$ cat src/rtl/dbg_pattern_pkg.sv
package dbg_pattern_pkg;

  typedef enum logic [1:0] {
    MODE_LIVE  = 2'd0,
    MODE_PLAY  = 2'd1,
    MODE_TEST  = 2'd2,
    MODE_SPARE = 2'd3
  } src_mode_e;

  typedef enum logic [1:0] {
    ST_IDLE  = 2'd0,
    ST_WRITE = 2'd1,
    ST_CHECK = 2'd2,
    ST_DONE  = 2'd3
  } st_state_e;

endpackage

$ cat src/rtl/ckb_word.sv
// Checkerboard word generator: byte phase flips with the address parity.
module ckb_word #(
  parameter int W      = 224,
  parameter int BYTE_W = 8
) (
  input  logic         odd_i,
  output logic [W-1:0] word_o
);
  localparam int NB = W / BYTE_W;
  localparam logic [BYTE_W-1:0] PAT_HI = {(BYTE_W/2){2'b10}};
  localparam logic [BYTE_W-1:0] PAT_LO = ~PAT_HI;

  for (genvar b = 0; b < NB; b++) begin : g_byte
    localparam bit EVEN_B = (b % 2) == 0;
    assign word_o[b*BYTE_W +: BYTE_W] = (EVEN_B ^ odd_i) ? PAT_HI : PAT_LO;
  end
endmodule

$ cat src/rtl/pb_shift_reg.sv
// Serially loaded playback word.
module pb_shift_reg #(
  parameter int W = 224
) (
  input  logic         clk_i,
  input  logic         rst_ni,
  input  logic         en_i,
  input  logic         dat_i,
  output logic [W-1:0] q_o
);
  logic [W-1:0] q_q, q_d;

  always_comb begin
    q_d = q_q;
    if (en_i) q_d = {q_q[W-2:0], dat_i};
  end

  always_ff @(posedge clk_i or negedge rst_ni) begin
    if (!rst_ni) q_q <= '0;
    else if (en_i) q_q <= q_d;
  end

  assign q_o = q_q;

  assert_shift_in_R2: assert property (@(posedge clk_i) disable iff (!rst_ni)
    en_i |=> (q_q[0] == $past(dat_i)));
endmodule

$ cat src/rtl/pb_alternator.sv
// Chooses which stored word feeds the pipeline in playback.
module pb_alternator (
  input  logic clk_i,
  input  logic rst_ni,
  input  logic play_i,
  input  logic wr_i,
  input  logic man_en_i,
  input  logic man_sel_i,
  output logic sel_o
);
  logic tog_q, tog_d;

  always_comb begin
    tog_d = tog_q;
    if (!play_i)   tog_d = 1'b0;
    else if (wr_i) tog_d = ~tog_q;
  end

  always_ff @(posedge clk_i or negedge rst_ni) begin
    if (!rst_ni) tog_q <= 1'b0;
    else         tog_q <= tog_d;
  end

  assign sel_o = man_en_i ? man_sel_i : tog_q;

  assert_toggle_R3: assert property (@(posedge clk_i) disable iff (!rst_ni)
    (play_i && $past(play_i) && $past(wr_i)) |-> (tog_q != $past(tog_q)));
  assert_enter_a_R3: assert property (@(posedge clk_i) disable iff (!rst_ni)
    (play_i && !$past(play_i)) |-> !tog_q);
endmodule

$ cat src/rtl/st_engine.sv
// Selftest run controller: writes the checkerboard, compares read-back.
module st_engine
  import dbg_pattern_pkg::*;
#(
  parameter int W      = 224,
  parameter int BYTE_W = 8,
  parameter int LEN    = 16,
  parameter int TMO    = 64,
  parameter int AW     = $clog2(LEN),
  parameter int TW     = $clog2(TMO + 1)
) (
  input  logic          clk_i,
  input  logic          rst_ni,
  input  logic          go_i,
  input  logic          rb_valid_i,
  input  logic [W-1:0]  rb_data_i,
  output logic          wr_o,
  output logic [AW-1:0] addr_o,
  output logic [W-1:0]  wdata_o,
  output logic          busy_o,
  output logic          fail_o
);
  localparam logic [AW-1:0] LAST = AW'(LEN - 1);
  localparam logic [TW-1:0] TLIM = TW'(TMO - 1);

  st_state_e     state_q, state_d;
  logic [AW-1:0] waddr_q, waddr_d;
  logic [AW-1:0] ridx_q,  ridx_d;
  logic [TW-1:0] tmo_q,   tmo_d;
  logic          fail_q,  fail_d;
  logic [W-1:0]  exp_word;

  ckb_word #(.W(W), .BYTE_W(BYTE_W)) i_wr_word (
    .odd_i (waddr_q[0]),
    .word_o(wdata_o)
  );

  ckb_word #(.W(W), .BYTE_W(BYTE_W)) i_exp_word (
    .odd_i (ridx_q[0]),
    .word_o(exp_word)
  );

  assign busy_o = (state_q == ST_WRITE) || (state_q == ST_CHECK);

  always_comb begin
    state_d = state_q;
    waddr_d = waddr_q;
    ridx_d  = ridx_q;
    tmo_d   = tmo_q;
    fail_d  = fail_q;
    if (!busy_o) begin
      if (go_i) begin
        state_d = ST_WRITE;
        waddr_d = '0;
        ridx_d  = '0;
        tmo_d   = '0;
        fail_d  = 1'b0;
      end
    end else begin
      if (state_q == ST_WRITE) begin
        if (waddr_q == LAST) state_d = ST_CHECK;
        else                 waddr_d = waddr_q + 1'b1;
      end
      if (rb_valid_i) begin
        tmo_d = '0;
        if (rb_data_i != exp_word) fail_d = 1'b1;
        if (ridx_q == LAST) state_d = ST_DONE;
        else                ridx_d  = ridx_q + 1'b1;
      end else if (state_q == ST_CHECK) begin
        if (tmo_q == TLIM) begin
          fail_d  = 1'b1;
          state_d = ST_DONE;
        end else begin
          tmo_d = tmo_q + 1'b1;
        end
      end
    end
  end

  always_ff @(posedge clk_i or negedge rst_ni) begin
    if (!rst_ni) begin
      state_q <= ST_IDLE;
      waddr_q <= '0;
      ridx_q  <= '0;
      tmo_q   <= '0;
      fail_q  <= 1'b0;
    end else begin
      state_q <= state_d;
      waddr_q <= waddr_d;
      ridx_q  <= ridx_d;
      tmo_q   <= tmo_d;
      fail_q  <= fail_d;
    end
  end

  assign wr_o   = (state_q == ST_WRITE);
  assign addr_o = waddr_q;
  assign fail_o = fail_q;

  assert_rise_clean_R6: assert property (@(posedge clk_i) disable iff (!rst_ni)
    $rose(busy_o) |-> (ridx_q == '0 && waddr_q == '0 && !fail_q));
  assert_wr_step_R6: assert property (@(posedge clk_i) disable iff (!rst_ni)
    (wr_o && $past(wr_o)) |-> (addr_o == AW'($past(addr_o) + 1'b1)));
  assert_fail_sticky_R8: assert property (@(posedge clk_i) disable iff (!rst_ni)
    (fail_q && !(go_i && !busy_o)) |=> fail_q);
  assert_busy_end_R9: assert property (@(posedge clk_i) disable iff (!rst_ni)
    $fell(busy_o) |-> ($past(rb_valid_i) || fail_q));
  assert_timeout_R10: assert property (@(posedge clk_i) disable iff (!rst_ni)
    (state_q == ST_CHECK && tmo_q == TLIM && !rb_valid_i) |=> (!busy_o && fail_q));
endmodule

$ cat src/rtl/dbg_pattern_src.sv
// Debug data source in front of the readout pipeline.
module dbg_pattern_src
  import dbg_pattern_pkg::*;
#(
  parameter int PAT_W  = 224,
  parameter int BYTE_W = 8,
  parameter int ST_LEN = 16,
  parameter int ST_TMO = 64,
  localparam int AW    = $clog2(ST_LEN)
) (
  input  logic             clk_i,
  input  logic             rst_ni,
  input  logic [1:0]       mode_i,
  input  logic [PAT_W-1:0] hit_i,
  input  logic             wr_strobe_i,
  input  logic             sh_en_i,
  input  logic             sh_tgt_i,
  input  logic             sh_dat_i,
  input  logic             man_en_i,
  input  logic             man_sel_i,
  input  logic             st_start_i,
  input  logic             rb_valid_i,
  input  logic [PAT_W-1:0] rb_data_i,
  output logic             pipe_wr_o,
  output logic [PAT_W-1:0] pipe_data_o,
  output logic [AW-1:0]    st_addr_o,
  output logic             pb_busy_o,
  output logic             pb_sel_o,
  output logic             st_busy_o,
  output logic             st_fail_o
);
  localparam int NPAT = 2;

  // Reset: asserted asynchronously, released on the clock.
  logic [1:0] rsync_q;
  logic       rst_int_n;

  always_ff @(posedge clk_i or negedge rst_ni) begin
    if (!rst_ni) rsync_q <= 2'b00;
    else         rsync_q <= {rsync_q[0], 1'b1};
  end
  assign rst_int_n = rsync_q[1];

  src_mode_e mode;
  logic      is_play, is_test;
  assign mode    = src_mode_e'(mode_i);
  assign is_play = (mode == MODE_PLAY);
  assign is_test = (mode == MODE_TEST);

  logic [PAT_W-1:0] pat [NPAT];

  for (genvar g = 0; g < NPAT; g++) begin : g_pat
    pb_shift_reg #(.W(PAT_W)) i_pat (
      .clk_i (clk_i),
      .rst_ni(rst_int_n),
      .en_i  (sh_en_i && (sh_tgt_i == g[0])),
      .dat_i (sh_dat_i),
      .q_o   (pat[g])
    );
  end

  logic sel;
  pb_alternator i_alt (
    .clk_i    (clk_i),
    .rst_ni   (rst_int_n),
    .play_i   (is_play),
    .wr_i     (wr_strobe_i),
    .man_en_i (man_en_i),
    .man_sel_i(man_sel_i),
    .sel_o    (sel)
  );

  logic             st_wr;
  logic [PAT_W-1:0] st_word;
  st_engine #(
    .W(PAT_W), .BYTE_W(BYTE_W), .LEN(ST_LEN), .TMO(ST_TMO), .AW(AW)
  ) i_st (
    .clk_i     (clk_i),
    .rst_ni    (rst_int_n),
    .go_i      (st_start_i && is_test),
    .rb_valid_i(rb_valid_i),
    .rb_data_i (rb_data_i),
    .wr_o      (st_wr),
    .addr_o    (st_addr_o),
    .wdata_o   (st_word),
    .busy_o    (st_busy_o),
    .fail_o    (st_fail_o)
  );

  always_comb begin
    pipe_data_o = hit_i;
    pipe_wr_o   = wr_strobe_i;
    unique case (mode)
      MODE_PLAY: pipe_data_o = pat[sel];
      MODE_TEST: begin
        pipe_data_o = st_word;
        pipe_wr_o   = st_wr;
      end
      default: ;
    endcase
  end

  assign pb_busy_o = is_play;
  assign pb_sel_o  = sel;

  assert_test_quiet_R6: assert property (@(posedge clk_i) disable iff (!rst_int_n)
    (is_test && !st_busy_o) |-> !pipe_wr_o);
endmodule

$ cat config.mk
export PLATFORM = sky130hd
export DESIGN_NAME = dbg_pattern_src
export DESIGN_NICKNAME = d
export VERILOG_FILES = /design/src/rtl/dbg_pattern_pkg.sv /design/src/rtl/ckb_word.sv /design/src/rtl/pb_shift_reg.sv /design/src/rtl/pb_alternator.sv /design/src/rtl/st_engine.sv /design/src/rtl/dbg_pattern_src.sv
export SDC_FILE = /design/constraint.sdc
export NUM_CORES = 1
export LEC_CHECK = 0
export BUFFER_PORTS_ARGS = -buffer_cell sky130_fd_sc_hd__buf_2
export CAP_MARGIN = 20
export CORE_UTILIZATION = 45
export CTS_BUF_LIST = sky130_fd_sc_hd__clkbuf_8
export DETAILED_ROUTE_END_ITERATION = 6
export PLACE_DENSITY = 0.76
export SYNTH_ARGS = -nofsm -noshare
export SYNTH_HDL_FRONTEND = slang
export SYNTH_HIERARCHICAL = 1
export SYNTH_SLANG_ARGS = --single-unit
$ cat constraint.sdc
create_clock -name clk_i -period 16.2 [get_ports clk_i]
set_clock_uncertainty 0.1 [all_clocks]
set_input_delay 3.24 -clock clk_i [delete_from_list [all_inputs] [get_ports clk_i]]
set_output_delay 3.24 -clock clk_i [all_outputs]
set_load 0.1 [all_outputs]
Word-level counts from Yosys, hierarchy flattened
Cells that the tools add are included.
Widths: inputs -> output; s select.
{"block": "classes", "reduce_logical": 9, "bitwise": 3, "magnitude_cmp": 1, "mux": 38, "n_addsub": 3, "eq_ne": 17}
{"operator": "$mux 224", "n": 3}
{"operator": "$pmux 224 s2", "n": 1}
{"operator": "$ne 224x224->1", "n": 1}
{"operator": "$mux 7", "n": 5}
{"operator": "$mux 8", "n": 4}
{"operator": "$mux 4", "n": 7}
{"operator": "$mux 2", "n": 8}
{"operator": "$mux 1", "n": 10}
{"operator": "$ne 3x2->1 const B", "n": 3}
{"operator": "$reduce_and 3->1", "n": 3}
{"operator": "$add 4x1->4 const B", "n": 2}
{"operator": "$eq 4x4->1 const B", "n": 2}
{"operator": "$ne 2x2->1 const B", "n": 4}
{"operator": "$add 7x1->7 const B", "n": 1}
{"operator": "$eq 7x6->1 const B", "n": 1}
{"operator": "$eq 2x1->1 const B", "n": 2}
{"operator": "$eq 2x2->1 const B", "n": 2}
{"operator": "$reduce_and 4->1", "n": 1}
{"operator": "$logic_and 1x1->1", "n": 3}
{"operator": "$ne 3x3->1 const B", "n": 1}
{"operator": "$ge 2x2->1 const B", "n": 1}
{"operator": "$ne 2x1->1 const B", "n": 1}
{"operator": "$not 1->1", "n": 2}
{"operator": "$not 1->2", "n": 1}
{"operator": "other kinds (2)", "n": 2}
{"block": "word_totals", "inputBits": 460, "reg_bits": 469, "output_inout_bits": 233}

Depth between registers and ports, before layout
{"block": "logic_depth", "ltp_word": 7, "mapped_depth": 13, "depth_no_buf": 9}

Cells and area by module
The synthesis kept the hierarchy.
{"mod": "pb_shift_reg", "area_each_um2": 8972.4, "seq_area_each_um2": 5605.4, "instances": 2, "cells_each": 473}
{"mod": "dbg_pattern_src", "area_each_um2": 8102.8, "seq_area_each_um2": 50.0, "instances": 1, "cells_each": 1033}
{"mod": "st_engine", "area_each_um2": 3782.4, "seq_area_each_um2": 450.4, "instances": 1, "cells_each": 514}
{"mod": "ckb_word", "area_each_um2": 1677.9, "seq_area_each_um2": 0.0, "instances": 2, "cells_each": 224}
{"mod": "pb_alternator", "area_each_um2": 51.3, "seq_area_each_um2": 25.0, "instances": 1, "cells_each": 4}

Least setup slack after synthesis
OpenSTA, ideal clock, no wires.
{"block": "synth_path", "kind": "reg-to-output", "start": "register i_st.waddr_q[0] (netlist: i_st/addr_o[0])", "end": "output port pipe_data_o[10]", "required_time_ps": 12860, "stages_incl_launch_ff": 5, "arrival_ps": 6374, "n_path_buf": 1, "setup_slack_ps": 6486, "path_cell_list": "dfrtp_1 > inv_1 > buf_4 > nand3b_1 > o211ai_1"}
{"block": "synth_via", "elab_chain_len": 2}
{"element": "from (decl)", "line_no": "st_engine.sv:27", "text": "logic [AW-1:0] waddr_q, waddr_d;"}
{"element": "from (signal assigned)", "line_no": "st_engine.sv:89", "text": "waddr_q <= waddr_d;"}
{"element": "$mux 8", "line_no": "ckb_word.sv:15", "text": "assign word_o[b*BYTE_W +: BYTE_W] = (EVEN_B ^ odd_i) ? PAT_HI : PAT_LO;"}
{"element": "named net st_word[10]", "line_no": "dbg_pattern_src.sv:74", "text": "logic [PAT_W-1:0] st_word;"}
{"element": "$pmux 224 s2", "line_no": "dbg_pattern_src.sv:93", "text": "unique case (mode)"}
{"element": "to (decl)", "line_no": "dbg_pattern_src.sv:25", "text": "output logic [PAT_W-1:0] pipe_data_o,"}
The timed path passes the listed nets, and every way through them passes these cells.

Worst setup path in the final report
{"block": "layout_path", "start": "input port mode_i[0]", "end": "output port pipe_data_o[103]"}
{"block": "layout_via", "elab_chain_len": 2}
{"element": "from (decl)", "line_no": "dbg_pattern_src.sv:13", "text": "input logic [1:0] mode_i,"}
{"element": "$eq 2x2->1 / $eq 2x1->1 (equally long branches)", "line_no": "dbg_pattern_src.sv:93"}
{"element": "$pmux 224 s2 (*)", "line_no": "dbg_pattern_src.sv:93"}
Mark *: on every way between the ends. The rest lies on a longest branch, timed or not.

==> impl_metrics.json <==
{
  "grt_overflow": 0,
  "vias": 22000,
  "clk_latency_ns": 0.66,
  "ir_drop_mv": 0.0688,
  "synthesis.area_mm2": 0.0332,
  "worstSetupEndpointType": "output pin",
  "holdBufCountCts": 0,
  "post-route-period-util_pct": 61.1,
  "tns_ns": 0,
  "clock.fmax_mhz": 101,
  "crit_arrival_ns": 6.55,
  "synthAdderAreaFrac_pct": 0.264,
  "io_pins": 693,
  "rsz0062_at_grt": "false",
  "wl_per_cell_um": 18.7,
  "p_per_area_mw_per_mm2": 112,
  "layoutNonFillerInstCount": 4148,
  "synthXorXnorAreaFrac_pct": 3.53,
  "place.gp.congestion": 0.974,
  "layout-drive-gt1-share_pct": 46.0,
  "synth_async_sr_flop_share_pct": 100,
  "hold_violations": 0,
  "grt_pass1_vias": 21200,
  "fin_nets": 3592,
  "cts_sinks": 469,
  "root_buffer": "clkbuf_8",
  "start_util_pct": 45.6,
  "cp_max_fo": 71,
  "whs_ns": 0.250,
  "synth_seq_cells": 469,
  "antenna_left": 0,
  "tightestPinTransition_ns": 1.15,
  "placed_cell_area_mm2": 0.0336,
  "die_area_mm2": 0.0750,
  "slew_viol_final": 0,
  "final_cell_mix": "buf_2 (692), dfrtp_1 (466), mux2_4 (320)",
  "dp_hpwl_mm": 55.8,
  "synth_flop_cell": "dfrtp_1",
  "hold_path.class": "reg -> reg",
  "max_slew_margin_pct": 23.3,
  "grt_max_degree": 150,
  "fin_util_pct": 48.6,
  "io_buffer_count": 692,
  "viasPerCell": 5.29,
  "post_cts_buffers": 0,
  "critical_path_required_ns": 12.86,
  "grt_pass1_wl_mm": 119,
  "synth_edf_count": 0,
  "period_minus_slack_ns": 9.89,
  "ctsResizeCount": 0,
  "post_synth.cell_area_avg_um2": 11.3,
  "synth_top_family_by_area": "multiplexers",
  "cts_buffers": 80,
  "syn_inst": 2945,
  "final_common_cell": "buf_2",
  "synth_mux_area_share_pct": 25.7,
  "synth_compound_area_share_pct": 9.88,
  "power_leakage_nw": 17.3,
  "die_h_um": 274,
  "criticalPathCategory": "in -> out",
  "finalSetupViolCount": 0,
  "core_mm2": 0.0730,
  "drt_drc_violations_left": 1,
  "layout-area-overhead-vs-synth_pct": 6.60,
  "cap_violations": 0,
  "rows": 99,
  "drtPass1Iterations": 7,
  "clk_pin_slew_worst_paths_ns": 0.06,
  "final_area_mm2": 0.0354,
  "syn-num-nets": 3412,
  "antenna_found_initial": 5,
  "dp.cells": 4001,
  "violations": "design-rule violations",
  "grtUsageTotal_pct": 19.9,
  "status": "complete, but fails checks",
  "yosys.area_share.simple_pct": 10.5,
  "die_x_um": 274,
  "drt-initial-drc-count": 1547,
  "wirelength_mm": 77.6,
  "cts-htree-levels": 3,
  "ys_seq_area_share_pct": 35.3,
  "cts_buffer_depth": 3,
  "cts_tree": "yes",
  "critical_path.startpoint_type": "primary input",
  "synth_warnings": 6,
  "yosysUniqueCellTypes": 56
}
==> worst max-delay path: stages <==
cell	delay, ns
buf_2	0.09
inv_1	0.06
ha_4	0.39
nand2b_4	0.45
buf_4	0.66
buf_4	0.95
o211ai_2	0.20
buf_2	0.34
==> state kept, by name, indices dropped and copies added (netlist names) <==
register / count
i_st/addr_o: 4
g_pat.i_pat/q_o: 448
i_alt/tog_q: 1
i_st/ridx_q: 4
i_st/tmo_q: 7
rsync_q: 2
i_st/state_q: 2
i_st/fail_o: 1
==> logic make-up after synthesis <==
| group | after synthesis |
|---|---|
| multiplexers | 676 |
| AO/OA/AOI/OAI | 329 |
| AND/OR/NAND/NOR | 614 |
| flip-flops | 469 |
| buffers and inverters | 715 |
| adder cells (fa/ha/maj) | 7 |
| other | 1 |
| XOR/XNOR | 134 |
==> layer usage <==
| metal | global-route usage (%) | up-vias | part of all wire, % |
|---|---|---|---|
| met3 | 3.34 | 123 | 4.9 |
| met4 | 5.72 | 4 | 2.2 |
| met1 | 27.7 | 10800 | 46 |
| li1 | - | 10300 | - |
| met5 | 0 | - | 0.031 |
| met2 | 31.8 | 670 | 47 |
==> report_power, final <==
part	internal [mW]	switching (mW)
clock	0.666	0.489
sequential	1.22	0.0869
combinational	0.420	1.10
total	2.30	1.68
==> stage by stage <==
stage	worst slack [ns]	total power, mW
final	6.31	3.98
after global placement	6.45	2.83
after global routing	6.13	4.17
after detailed placement	6.37	2.84
after CTS	6.38	4.02
after floorplan	2.06	3.21
==> Yosys cell counts, types with 9 or more instances <==
master | number | share of area, %
inv_1 | 89 | 1.0
o211ai_1 | 64 | 1.4
nand2b_1 | 23 | 0.43
nand3b_1 | 224 | 5.1
mux2_2 | 129 | 4.4
o211ai_2 | 160 | 6.0
clkbuf_1 | 52 | 0.59
nand2_1 | 238 | 2.7
nor4_1 | 23 | 0.43
o2bb2ai_1 | 9 | 0.24
buf_6 | 58 | 2.0
xor2_1 | 74 | 2.0
dfrtp_1 | 469 | 35
nand4_1 | 28 | 0.53
nor2b_1 | 39 | 0.73
a2111oi_0 | 12 | 0.32
mux2i_1 | 225 | 6.8
buf_2 | 40 | 0.60
o22ai_1 | 27 | 0.51
mux2_4 | 320 | 14
a221oi_1 | 9 | 0.24
xnor2_1 | 60 | 1.6
buf_4 | 459 | 10
nor2_1 | 12 | 0.14
==> area by class of cell <==
type,instances,area [um^2]
fillers,6496,37500
clock inverters,40,370
multi-input cells,1761,16600
well taps,959,1200
inverters,92,350
diodes,4,10.0
repair buffers,721,3730
flip-flops and latches,469,11700
clock buffers,102,1400
==> path summary, 6_finish.rpt <==
kind | from | end | slack, ns | depth (start not counted)
max | mode_i[0] | pipe_data_o[103] | 6.31 | 8
min | rsync_q[0] | rsync_q[1] | 0.25 | 0
max reg2reg | rsync_q[1] | g_pat[0].i_pat/q_o[193] | 11.79 | 4
min reg2reg | rsync_q[0] | rsync_q[1] | 0.25 | 0
max in group asynchronous | rsync_q[1] | g_pat[0].i_pat/q_o[193] | 11.79 | 4
min in group asynchronous | rsync_q[1] | g_pat[1].i_pat/q_o[74] | 0.32 | 0
(Power assumes the default switching activity.)
